--- config.mk ---
export PLATFORM = sky130hd
export DESIGN_NAME = spi_sclk_gen
export DESIGN_NICKNAME = d
export VERILOG_FILES = /design/src/rtl/sclk_gen_pkg.sv /design/src/rtl/sclk_cfg_store.sv /design/src/rtl/sclk_phase_cnt.sv /design/src/rtl/sclk_edge_fsm.sv /design/src/rtl/spi_sclk_gen.sv
export SDC_FILE = /design/constraint.sdc
export NUM_CORES = 1
export LEC_CHECK = 0
export ABC_AREA = 1
export CORE_UTILIZATION = 35
export CTS_CLUSTER_DIAMETER = 150
export DETAILED_ROUTE_END_ITERATION = 16
export SLEW_MARGIN = 20
export SYNTH_ARGS = -nofsm -noshare
export SYNTH_HDL_FRONTEND = slang
export SYNTH_SLANG_ARGS = --single-unit
--- constraint.sdc ---
create_clock -name clk -period 1.65 [get_ports clk]
set_input_delay 0.2475 -clock clk [delete_from_list [all_inputs] [get_ports clk]]
set_output_delay 0.2475 -clock clk [all_outputs]
set_load 0.01 [all_outputs]
--- src/rtl/sclk_gen_pkg.sv ---
package sclk_gen_pkg;

    parameter int CFG_W   = 32;
    parameter int CNT_W   = 6;

    // Field positions inside the configuration word
    localparam int LO_LSB  = 0;
    localparam int HI_LSB  = LO_LSB + CNT_W;
    localparam int DIV_LSB = HI_LSB + CNT_W;
    localparam int SRC_BIT = CFG_W - 1;
    localparam int USED_W  = DIV_LSB + CNT_W;

    typedef enum logic [1:0] {
        ST_PARK   = 2'd0,
        ST_RUN_LO = 2'd1,
        ST_RUN_HI = 2'd2
    } sclk_state_e;

    typedef struct packed {
        logic [CNT_W-1:0] div;
        logic [CNT_W-1:0] hi;
        logic [CNT_W-1:0] lo;
    } phase_cfg_t;

    function automatic phase_cfg_t unpack_cfg(input logic [CFG_W-1:0] w);
        phase_cfg_t c;
        c.div = w[DIV_LSB +: CNT_W];
        c.hi  = w[HI_LSB  +: CNT_W];
        c.lo  = w[LO_LSB  +: CNT_W];
        return c;
    endfunction

endpackage

--- src/rtl/sclk_cfg_store.sv ---
module sclk_cfg_store
    import sclk_gen_pkg::*;
(
    input  logic                 clk,
    input  logic                 rst_n,
    input  logic                 cfg_we,
    input  logic [CFG_W-1:0]     cfg_wdata,
    input  logic                 load_now,
    output phase_cfg_t           act_cfg,
    output logic [CNT_W-1:0]     div_eff,
    output logic                 src_sel
);

    phase_cfg_t pend_q;
    phase_cfg_t act_q;
    phase_cfg_t wr_cfg;
    phase_cfg_t nxt_pend;
    logic       src_q;
    logic       unused_bits;

    assign wr_cfg      = unpack_cfg(cfg_wdata);
    assign nxt_pend    = cfg_we ? wr_cfg : pend_q;
    assign unused_bits = ^cfg_wdata[SRC_BIT-1:USED_W];

    // Pending copy: what software last wrote
    always_ff @(posedge clk) begin
        if (!rst_n) begin
            pend_q <= '0;
            src_q  <= 1'b0;
        end else if (cfg_we) begin
            pend_q <= wr_cfg;
            src_q  <= cfg_wdata[SRC_BIT];
        end
    end

    // Active copy: swapped only when idle or on a wrap edge
    always_ff @(posedge clk) begin
        if (!rst_n) begin
            act_q <= '0;
        end else if (load_now) begin
            act_q <= nxt_pend;
        end
    end

    assign act_cfg = act_q;
    assign div_eff = (act_q.div == '0) ? CNT_W'(1) : act_q.div;
    assign src_sel = src_q;

endmodule

--- src/rtl/sclk_phase_cnt.sv ---
module sclk_phase_cnt
    import sclk_gen_pkg::*;
(
    input  logic             clk,
    input  logic             rst_n,
    input  logic             run,
    input  logic [CNT_W-1:0] div_eff,
    output logic [CNT_W-1:0] cnt,
    output logic             wrap
);

    logic [CNT_W-1:0] cnt_q;

    assign wrap = run && (cnt_q == div_eff);

    always_ff @(posedge clk) begin
        if (!rst_n) begin
            cnt_q <= '0;
        end else if (!run || wrap) begin
            cnt_q <= '0;
        end else begin
            cnt_q <= cnt_q + 1'b1;
        end
    end

    assign cnt = cnt_q;

endmodule

--- src/rtl/sclk_edge_fsm.sv ---
module sclk_edge_fsm
    import sclk_gen_pkg::*;
(
    input  logic             clk,
    input  logic             rst_n,
    input  logic             run,
    input  logic [CNT_W-1:0] cnt,
    input  logic [CNT_W-1:0] hi_pos,
    input  logic [CNT_W-1:0] lo_pos,
    output logic             sclk,
    output logic             rise,
    output logic             fall
);

    sclk_state_e state_q;
    sclk_state_e state_d;
    logic        at_hi;
    logic        at_lo;
    logic        rise_q;
    logic        fall_q;

    assign at_hi = (cnt == hi_pos);
    assign at_lo = (cnt == lo_pos);

    // Next-state selection: START, RISE, FALL, STOP
    always_comb begin
        state_d = state_q;
        if (!run) begin
            state_d = ST_PARK;
        end else begin
            unique case (state_q)
                ST_PARK, ST_RUN_LO: begin
                    if (!at_lo && at_hi) state_d = ST_RUN_HI;
                    else                 state_d = ST_RUN_LO;
                end
                ST_RUN_HI: begin
                    if (at_lo) state_d = ST_RUN_LO;
                end
                default: state_d = ST_PARK;
            endcase
        end
    end

    // State register
    always_ff @(posedge clk) begin
        if (!rst_n) state_q <= ST_PARK;
        else        state_q <= state_d;
    end

    // Edge pulses, registered alongside the state
    always_ff @(posedge clk) begin
        if (!rst_n) begin
            rise_q <= 1'b0;
            fall_q <= 1'b0;
        end else begin
            rise_q <= run && (state_q != ST_RUN_HI) && (state_d == ST_RUN_HI);
            fall_q <= run && (state_q == ST_RUN_HI) && (state_d == ST_RUN_LO);
        end
    end

    assign sclk = (state_q == ST_RUN_HI);
    assign rise = rise_q;
    assign fall = fall_q;

endmodule

--- src/rtl/spi_sclk_gen.sv ---
module spi_sclk_gen
    import sclk_gen_pkg::*;
(
    input  logic             clk,
    input  logic             rst_n,
    input  logic             cfg_we,
    input  logic [CFG_W-1:0] cfg_wdata,
    input  logic             xfer_en,
    output logic             sclk,
    output logic             sclk_rise,
    output logic             sclk_fall,
    output logic             src_sel
);

    phase_cfg_t       act_cfg;
    logic [CNT_W-1:0] div_eff;
    logic [CNT_W-1:0] cnt_q;
    logic             wrap;
    logic             load_now;

    assign load_now = !xfer_en || wrap;

    sclk_cfg_store u_cfg (
        .clk       (clk),
        .rst_n     (rst_n),
        .cfg_we    (cfg_we),
        .cfg_wdata (cfg_wdata),
        .load_now  (load_now),
        .act_cfg   (act_cfg),
        .div_eff   (div_eff),
        .src_sel   (src_sel)
    );

    sclk_phase_cnt u_cnt (
        .clk     (clk),
        .rst_n   (rst_n),
        .run     (xfer_en),
        .div_eff (div_eff),
        .cnt     (cnt_q),
        .wrap    (wrap)
    );

    sclk_edge_fsm u_fsm (
        .clk    (clk),
        .rst_n  (rst_n),
        .run    (xfer_en),
        .cnt    (cnt_q),
        .hi_pos (act_cfg.hi),
        .lo_pos (act_cfg.lo),
        .sclk   (sclk),
        .rise   (sclk_rise),
        .fall   (sclk_fall)
    );

endmodule

==> flow_results.xml, run 1 <==
<?xml version="1.0" encoding="UTF-8"?>
<metrics>
  <group name="status">
    <metric name="status" unit="">completed</metric>
  </group>
  <group name="setup_path">
    <metric name="critical_path_arrival" unit="ns">1.66</metric>
    <metric name="r2r-start" unit="">u_cnt.cnt[1]</metric>
    <metric name="crit_path_start" unit="">u_cnt.cnt[1]</metric>
    <metric name="worst_setup_path_end_kind" unit="">flip-flop</metric>
    <metric name="max_stage_delay" unit="ns">0.47</metric>
    <metric name="cp.buffers_inverters" unit="">3</metric>
    <metric name="cell_type_with_the_highest_occurrence_count_on_the_critical_path" unit="">sky130_fd_sc_hd__nand2_1</metric>
    <metric name="r2r-end" unit="">u_cfg.act_cfg[9]</metric>
    <metric name="cp_class" unit="">flip-flop to flip-flop</metric>
    <metric name="start_kind" unit="">flip-flop</metric>
    <metric name="slowest_stage" unit="">sky130_fd_sc_hd__dfxtp_1</metric>
    <metric name="critical_path.max_fanout" unit="">18</metric>
    <metric name="critical_path.cell_chain" unit="">inv_1 &gt; nand2_1 &gt; nand2_1 &gt; nand3_1 &gt; nor2_2 &gt; nand3_4 &gt; buf_4 &gt; nand3_1 &gt; nand2_1 &gt; inv_1</metric>
    <metric name="worst_r2r_path_depth" unit="">10</metric>
    <metric name="cp_data_required_time" unit="ns">1.86</metric>
    <metric name="worst-r2r-setup-slack" unit="ns">0.20</metric>
    <metric name="critPathTopFamily" unit="">simple AND/OR/NAND/NOR gates</metric>
  </group>
  <group name="synthesis">
    <metric name="synthesis.instances" unit="">312</metric>
    <metric name="synth_cell_type_count" unit="">21</metric>
    <metric name="synth.yosys.seq_area_share" unit="%">44.9</metric>
    <metric name="synth_seq_cells" unit="">47</metric>
    <metric name="synthesis.nets" unit="">349</metric>
    <metric name="synth-edff-count" unit="">0</metric>
    <metric name="ys_warns" unit="">0</metric>
    <metric name="dominantRegCellSynth" unit="">sky130_fd_sc_hd__dfxtp_1</metric>
    <metric name="synth.top_cells.by_area" unit="">sky130_fd_sc_hd__dfxtp_1 45%, sky130_fd_sc_hd__inv_1 12%, sky130_fd_sc_hd__nand2_1 11%</metric>
    <metric name="post_synth.cell_area_avg" unit="um2">6.71</metric>
    <metric name="synth_async_sr_flop_share" unit="%">0</metric>
    <metric name="synth.top_cell.area_share" unit="%">44.9</metric>
    <metric name="cell_type_with_the_highest_aggregate_area_in_the_netlist" unit="">sky130_fd_sc_hd__dfxtp_1</metric>
    <metric name="synth.cell_area" unit="um2">2090</metric>
  </group>
  <group name="die">
    <metric name="ioPinCount" unit="">40</metric>
    <metric name="placementRows" unit="">27</metric>
    <metric name="chipHeight" unit="um">79.4</metric>
    <metric name="die_width" unit="um">79.4</metric>
    <metric name="start_util" unit="%">37.1</metric>
    <metric name="core_region_area" unit="um2">5640</metric>
    <metric name="floorplan.die_area" unit="um2">6300</metric>
  </group>
  <group name="grt">
    <metric name="grt_overflow_total" unit="">0</metric>
    <metric name="groute.usage.overall" unit="%">15.0</metric>
    <metric name="grt_pass1_wl" unit="um">7380</metric>
    <metric name="grt_max_degree" unit="">25</metric>
    <metric name="grt_pass1_vias" unit="">1646</metric>
    <metric name="antenna_found_initial" unit="">0</metric>
  </group>
  <group name="sta">
    <metric name="slew_headroom" unit="%">79.5</metric>
    <metric name="fin_worst_skew" unit="ns">0.0120</metric>
    <metric name="maxSlewViolCount" unit="">0</metric>
    <metric name="post-route-min-period" unit="ns">1.45</metric>
    <metric name="fmax" unit="GHz">0.689</metric>
    <metric name="final-hold-violation-count" unit="">0</metric>
    <metric name="rsz0062_at_grt" unit="">no</metric>
    <metric name="layout_setup_ws" unit="ns">0.200</metric>
    <metric name="transition_at_the_pin_with_the_smallest_max_transition_slack" unit="ns">0.307</metric>
    <metric name="fraction_of_the_cycle_the_final_worst_path_needs" unit="%">87.9</metric>
    <metric name="finalSetupViolCount" unit="">0</metric>
  </group>
  <group name="power">
    <metric name="design_power_total" unit="mW">2.67</metric>
    <metric name="cellPowerDensity" unit="nW/um2">1030</metric>
    <metric name="power.ir.vdd_worst" unit="mV">0.559</metric>
    <metric name="leakage" unit="nW">1.33</metric>
  </group>
  <group name="hold_path">
    <metric name="hold_start" unit="">u_cfg.pend_q[10]</metric>
    <metric name="hold_depth" unit="">2</metric>
    <metric name="hp-class" unit="">flip-flop to flip-flop</metric>
    <metric name="hold_path_end" unit="">u_cfg.pend_q[10]</metric>
  </group>
  <group name="clock_network">
    <metric name="postCtsSetupBuffers" unit="">0</metric>
    <metric name="htree_levels" unit="">2</metric>
    <metric name="clk_pin_slew" unit="ns">0.09</metric>
    <metric name="clk-insertion-delay-late" unit="ns">0.31</metric>
    <metric name="postCtsHoldBufs" unit="">0</metric>
    <metric name="cts_tree" unit="">yes</metric>
    <metric name="number_of_buffers_added_by_the_clock_tree_synthesis_step" unit="">5</metric>
    <metric name="clock_path_buffers" unit="">2</metric>
    <metric name="cts_root_buffer" unit="">sky130_fd_sc_hd__clkbuf_8</metric>
    <metric name="cts.sinks" unit="">47</metric>
  </group>
  <group name="placed_design">
    <metric name="gp_congestion" unit="">0.770</metric>
    <metric name="pre_cts_slack" unit="ns">-0.0140</metric>
    <metric name="hpwlAfterDp" unit="um">2990</metric>
    <metric name="buffer_ports.inserted" unit="">26</metric>
  </group>
  <group name="layout">
    <metric name="layout-drive-gt1-share" unit="%">6.92</metric>
    <metric name="area_growth" unit="%">23.7</metric>
    <metric name="register_area" unit="um2">941</metric>
    <metric name="combined_area_of_the_multi_input_logic_cells" unit="um2">833</metric>
    <metric name="num_antenna_cells" unit="">0</metric>
    <metric name="design.final.nets" unit="">383</metric>
    <metric name="n_fill_cell" unit="">588</metric>
  </group>
  <group name="routing">
    <metric name="totalWireLength" unit="um">4140</metric>
    <metric name="drt-pass1-iter-count" unit="">4</metric>
    <metric name="wire_per_inst" unit="um">9.89</metric>
    <metric name="drtIter0Drc" unit="">88</metric>
    <metric name="drc" unit="">0</metric>
    <metric name="post_drt_via_cell_ratio" unit="">4.31</metric>
    <metric name="antenna_violating_nets_post_route" unit="">0</metric>
    <metric name="vias" unit="">1806</metric>
  </group>
  <group name="run">
    <metric name="max_cap_viols" unit="">0</metric>
  </group>
</metrics>
flip-flops by register name, summed over array words and instances, names as in the netlist:
| name | cells |
|---|---|
| u_cfg.src_sel | 1 |
| u_fsm.state_q | 2 |
| u_cfg.pend_q | 18 |
| u_cfg.act_cfg | 18 |
| u_fsm.fall | 1 |
| u_fsm.rise | 1 |
| u_cnt.cnt | 6 |
layout by cell type (no fill, tap or decap), types with 2 or more instances in the layout:
cell,Yosys,final
sky130_fd_sc_hd__inv_1,66,66
sky130_fd_sc_hd__nand2_1,64,64
sky130_fd_sc_hd__nor2_1,52,52
sky130_fd_sc_hd__dfxtp_1,47,47
sky130_fd_sc_hd__clkdlybuf4s50_1,0,25
sky130_fd_sc_hd__nand3_1,24,24
sky130_fd_sc_hd__nor3_1,22,22
sky130_fd_sc_hd__buf_4,0,12
sky130_fd_sc_hd__o21ai_0,7,7
sky130_fd_sc_hd__clkbuf_8,0,6
sky130_fd_sc_hd__xor2_1,5,5
sky130_fd_sc_hd__a21oi_1,4,4
sky130_fd_sc_hd__nand4_1,2,2
sky130_fd_sc_hd__clkinv_1,2,2
cell type report:
class,count,share of cell area (%)
sequential,47,36.3
multi-input combinational,185,32.2
timing repair buffer,38,13.5
inverter,69,10.0
tap,72,3.48
clock buffer,6,3.19
clock inverter,2,1.35
tightest hold or removal path: stages, from the launching register on:
cell and delay (ns):
sky130_fd_sc_hd__dfxtp_1 0.31, sky130_fd_sc_hd__nor2_1 0.07, sky130_fd_sc_hd__nor3_1 0.06
metrics by stage:
stage	hold WS [ns]	std cells	setup TNS, ns	utilization, %	area, um2
2_1_floorplan	0.382	312	0	-	2090
3_3_place_gp	0.470	411	-0.0332	43.8	2470
3_5_place_dp	0.474	411	-0.0140	43.8	2470
4_1_cts	0.487	419	0	45.9	2590
5_1_grt	0.500	419	0	45.9	2590
6_report	0.482	419	0	45.9	2590
cell families (layout without fill, tap and decap cells):
family          after synthesis  count (layout)  share of synthesized area (%)
simple gates                167             167                           34.1
xor+xnor                      6               6                           2.51
buf+inv                      80             115                           15.3
compound gates               11              11                           2.63
fa+ha+maj                     1               1                          0.597
flops                        47              47                           44.9
worst max path at each step:
| stage | endpoint | slack (ns) | cells past startpoint |
|---|---|---|---|
| floorplan | u_cfg.act_cfg[1] | 0.30 | 10 |
| global placement | u_cfg.act_cfg[3] | -0.03 | 8 |
| detailed placement | u_cfg.act_cfg[3] | -0.01 | 8 |
| CTS | u_cfg.act_cfg[13] | 0.18 | 10 |
| global route | u_cfg.act_cfg[8] | 0.05 | 10 |
| finish | u_cfg.act_cfg[9] | 0.20 | 10 |
Yosys cell counts, types with 2 or more instances:
cell type,count
sky130_fd_sc_hd__inv_1,66
sky130_fd_sc_hd__nand2_1,64
sky130_fd_sc_hd__nor2_1,52
sky130_fd_sc_hd__dfxtp_1,47
sky130_fd_sc_hd__nand3_1,24
sky130_fd_sc_hd__nor3_1,22
sky130_fd_sc_hd__o21ai_0,7
sky130_fd_sc_hd__xor2_1,5
sky130_fd_sc_hd__a21oi_1,4
sky130_fd_sc_hd__buf_2,4
sky130_fd_sc_hd__clkbuf_1,4
sky130_fd_sc_hd__buf_6,2
sky130_fd_sc_hd__clkinv_1,2
sky130_fd_sc_hd__nand4_1,2
metal layers:
layer / vias to the layer above / GRT usage, % / wire (um)
li1: 995 / - / -
met3: 5 / 3.56 / 159
met1: 779 / 20.2 / 2120
met2: 27 / 23.0 / 1810
met5: - / 0 / 0
met4: 0 / 6.00 / 53
power by group:
group          switching (mW)  internal (mW)
Clock                   0.390          0.491
Sequential             0.0526           1.24
Combinational           0.280          0.215
Total                   0.722           1.95
repair_timing:
action                                 in CTS  in global routing
endpoints found under the hold margin       0                  0
resized for setup                           1                  0
setup endpoints to repair                   1                  0
Note: power is estimated with default switching activity, not from simulation.
==> run 2, diff against run 1 <==
- CORE_MARGIN: default -> 2
- SLEW_MARGIN: 20 -> default
==> flow_results.xml, run 2 (synthesized netlist as in run 1, its figures left out) <==
<?xml version="1.0" encoding="UTF-8"?>
<metrics>
  <group name="status">
    <metric name="status" unit="">completed</metric>
  </group>
  <group name="clock_network">
    <metric name="clk_pin_slew" unit="ns">0.09</metric>
    <metric name="number_of_buffers_added_by_the_clock_tree_synthesis_step" unit="">5</metric>
    <metric name="cts_tree" unit="">yes</metric>
    <metric name="postCtsSetupBuffers" unit="">0</metric>
    <metric name="cells_resized_by_post_cts_repair" unit="">0</metric>
    <metric name="postCtsHoldBufs" unit="">0</metric>
    <metric name="cts_root_buffer" unit="">sky130_fd_sc_hd__clkbuf_8</metric>
    <metric name="cts.sinks" unit="">47</metric>
    <metric name="htree_levels" unit="">2</metric>
    <metric name="clock_path_buffers" unit="">2</metric>
    <metric name="clk-insertion-delay-late" unit="ns">0.30</metric>
  </group>
  <group name="grt">
    <metric name="groute.usage.overall" unit="%">14.3</metric>
    <metric name="grt_pass1_wl" unit="um">7340</metric>
    <metric name="grt_overflow_total" unit="">0</metric>
    <metric name="grt_max_degree" unit="">25</metric>
    <metric name="grt_pass1_vias" unit="">1654</metric>
    <metric name="antenna_found_initial" unit="">0</metric>
  </group>
  <group name="placed_design">
    <metric name="buffer_ports.inserted" unit="">26</metric>
    <metric name="gp_congestion" unit="">0.805</metric>
    <metric name="hpwlAfterDp" unit="um">2950</metric>
    <metric name="pre_cts_slack" unit="ns">0.0122</metric>
  </group>
  <group name="layout">
    <metric name="area_growth" unit="%">24.0</metric>
    <metric name="layout_commonest_cell" unit="">sky130_fd_sc_hd__inv_1</metric>
    <metric name="design.final.nets" unit="">380</metric>
    <metric name="most-common-layout-cells" unit="">66 x sky130_fd_sc_hd__inv_1, 64 x sky130_fd_sc_hd__nand2_1, 52 x sky130_fd_sc_hd__nor2_1, 46 x sky130_fd_sc_hd__dfxtp_1, 25 x sky130_fd_sc_hd__clkdlybuf4s50_1</metric>
    <metric name="combined_area_of_the_multi_input_logic_cells" unit="um2">842</metric>
    <metric name="num_antenna_cells" unit="">0</metric>
    <metric name="n_fill_cell" unit="">608</metric>
    <metric name="register_area" unit="um2">942</metric>
    <metric name="layout-drive-gt1-share" unit="%">6.40</metric>
  </group>
  <group name="power">
    <metric name="design_power_total" unit="mW">2.66</metric>
    <metric name="power.ir.vdd_worst" unit="mV">0.476</metric>
    <metric name="cellPowerDensity" unit="nW/um2">1020</metric>
    <metric name="leakage" unit="nW">1.33</metric>
  </group>
  <group name="die">
    <metric name="die_width" unit="um">81.4</metric>
    <metric name="core_region_area" unit="um2">5850</metric>
    <metric name="placementRows" unit="">28</metric>
    <metric name="ioPinCount" unit="">40</metric>
    <metric name="start_util" unit="%">35.8</metric>
    <metric name="floorplan.die_area" unit="um2">6620</metric>
    <metric name="chipHeight" unit="um">81.4</metric>
  </group>
  <group name="setup_path">
    <metric name="start_kind" unit="">flip-flop</metric>
    <metric name="critical_path_arrival" unit="ns">1.74</metric>
    <metric name="slowest_stage" unit="">sky130_fd_sc_hd__dfxtp_1</metric>
    <metric name="critical_path.max_fanout" unit="">18</metric>
    <metric name="critPathTopFamily" unit="">simple AND/OR/NAND/NOR gates</metric>
    <metric name="cp_class" unit="">flip-flop to flip-flop</metric>
    <metric name="worstSetupPathDepth" unit="">9</metric>
    <metric name="worst_setup_path_end_kind" unit="">flip-flop</metric>
    <metric name="worst_r2r_path_depth" unit="">9</metric>
    <metric name="max_stage_delay" unit="ns">0.44</metric>
    <metric name="cp_data_required_time" unit="ns">1.89</metric>
    <metric name="critical_path.cell_chain" unit="">inv_1 &gt; nand2_1 &gt; nand4_1 &gt; nor2_2 &gt; nand3_4 &gt; buf_4 &gt; nand3_1 &gt; nand2_1 &gt; inv_1</metric>
    <metric name="cp.buffers_inverters" unit="">3</metric>
  </group>
  <group name="sta">
    <metric name="rsz0062_at_grt" unit="">no</metric>
    <metric name="fraction_of_the_cycle_the_final_worst_path_needs" unit="%">90.4</metric>
    <metric name="layout_setup_ws" unit="ns">0.159</metric>
    <metric name="slew_headroom" unit="%">76.7</metric>
    <metric name="finalSetupTns" unit="ns">0</metric>
    <metric name="final-hold-violation-count" unit="">0</metric>
    <metric name="maxSlewViolCount" unit="">0</metric>
    <metric name="transition_at_the_pin_with_the_smallest_max_transition_slack" unit="ns">0.350</metric>
    <metric name="fin_worst_skew" unit="ns">0.0119</metric>
    <metric name="finalSetupViolCount" unit="">0</metric>
    <metric name="fmax" unit="GHz">0.671</metric>
    <metric name="post-route-min-period" unit="ns">1.49</metric>
  </group>
  <group name="routing">
    <metric name="drc" unit="">0</metric>
    <metric name="post_drt_via_cell_ratio" unit="">4.23</metric>
    <metric name="vias" unit="">1774</metric>
    <metric name="totalWireLength" unit="um">4010</metric>
    <metric name="drtIter0Drc" unit="">73</metric>
    <metric name="antenna_violating_nets_post_route" unit="">0</metric>
    <metric name="drt-pass1-iter-count" unit="">4</metric>
    <metric name="wire_per_inst" unit="um">9.58</metric>
  </group>
  <group name="hold_path">
    <metric name="hp-class" unit="">flip-flop to flip-flop</metric>
    <metric name="hold_depth" unit="">2</metric>
  </group>
  <group name="run">
    <metric name="max_cap_viols" unit="">0</metric>
  </group>
</metrics>
## run 2: layout make-up
class	instances	area share, %
Sequential cell	47	36.3
Multi-Input combinational cell	185	32.4
Timing Repair Buffer	35	13.2
Inverter	69	9.97
Tap cell	75	3.61
Clock buffer	6	3.18
Clock inverter	2	1.35
## run 2: where the power goes
part | internal, mW | total (mW) | switching (mW)
sequential | 1.24 | 1.30 | 0.0523
clock | 0.490 | 0.862 | 0.372
combinational | 0.219 | 0.503 | 0.283
## run 2: worst paths after layout
| check | start | end | slack, ns |
|---|---|---|---|
| setup / recovery | u_cnt.cnt[5] | u_cfg.act_cfg[17] | 0.16 |
| hold / removal | u_cfg.pend_q[9] | u_cfg.pend_q[9] | 0.48 |
| setup reg to reg | u_cnt.cnt[5] | u_cfg.act_cfg[17] | 0.16 |
| hold reg to reg | u_cfg.pend_q[9] | u_cfg.pend_q[9] | 0.48 |
## run 2: per-stage QoR
step	instance area (um2)	util [%]	hold WS, ns	cells
2_1_floorplan	2090	-	0.382	312
3_3_place_gp	2470	42.2	0.468	411
3_5_place_dp	2470	42.2	0.474	411
4_1_cts	2580	44.2	0.486	419
5_1_grt	2600	44.4	0.511	419
6_report	2600	44.4	0.482	419
## run 2: metal layers
layer	share of wire [%]	track usage (%)	up-vias
met5	0	0	-
met4	1.4	5.08	0
met3	2.7	2.67	5
met2	43	23.2	23
met1	53	18.8	760
li1	-	-	986
## run 2: worst register-to-register path: cells and delay by family (launching register included)
family | cells | cell delay, ns
buffers and inverters | 3 | 0.38
and+or+nand+nor | 6 | 0.63
DFF | 1 | 0.44
==> run 3, diff against run 2 <==
- GPL_ROUTABILITY_DRIVEN: default -> 0
==> results of run 3 <==
No change in the layout: final DEF, timing and power equal those of run 2.
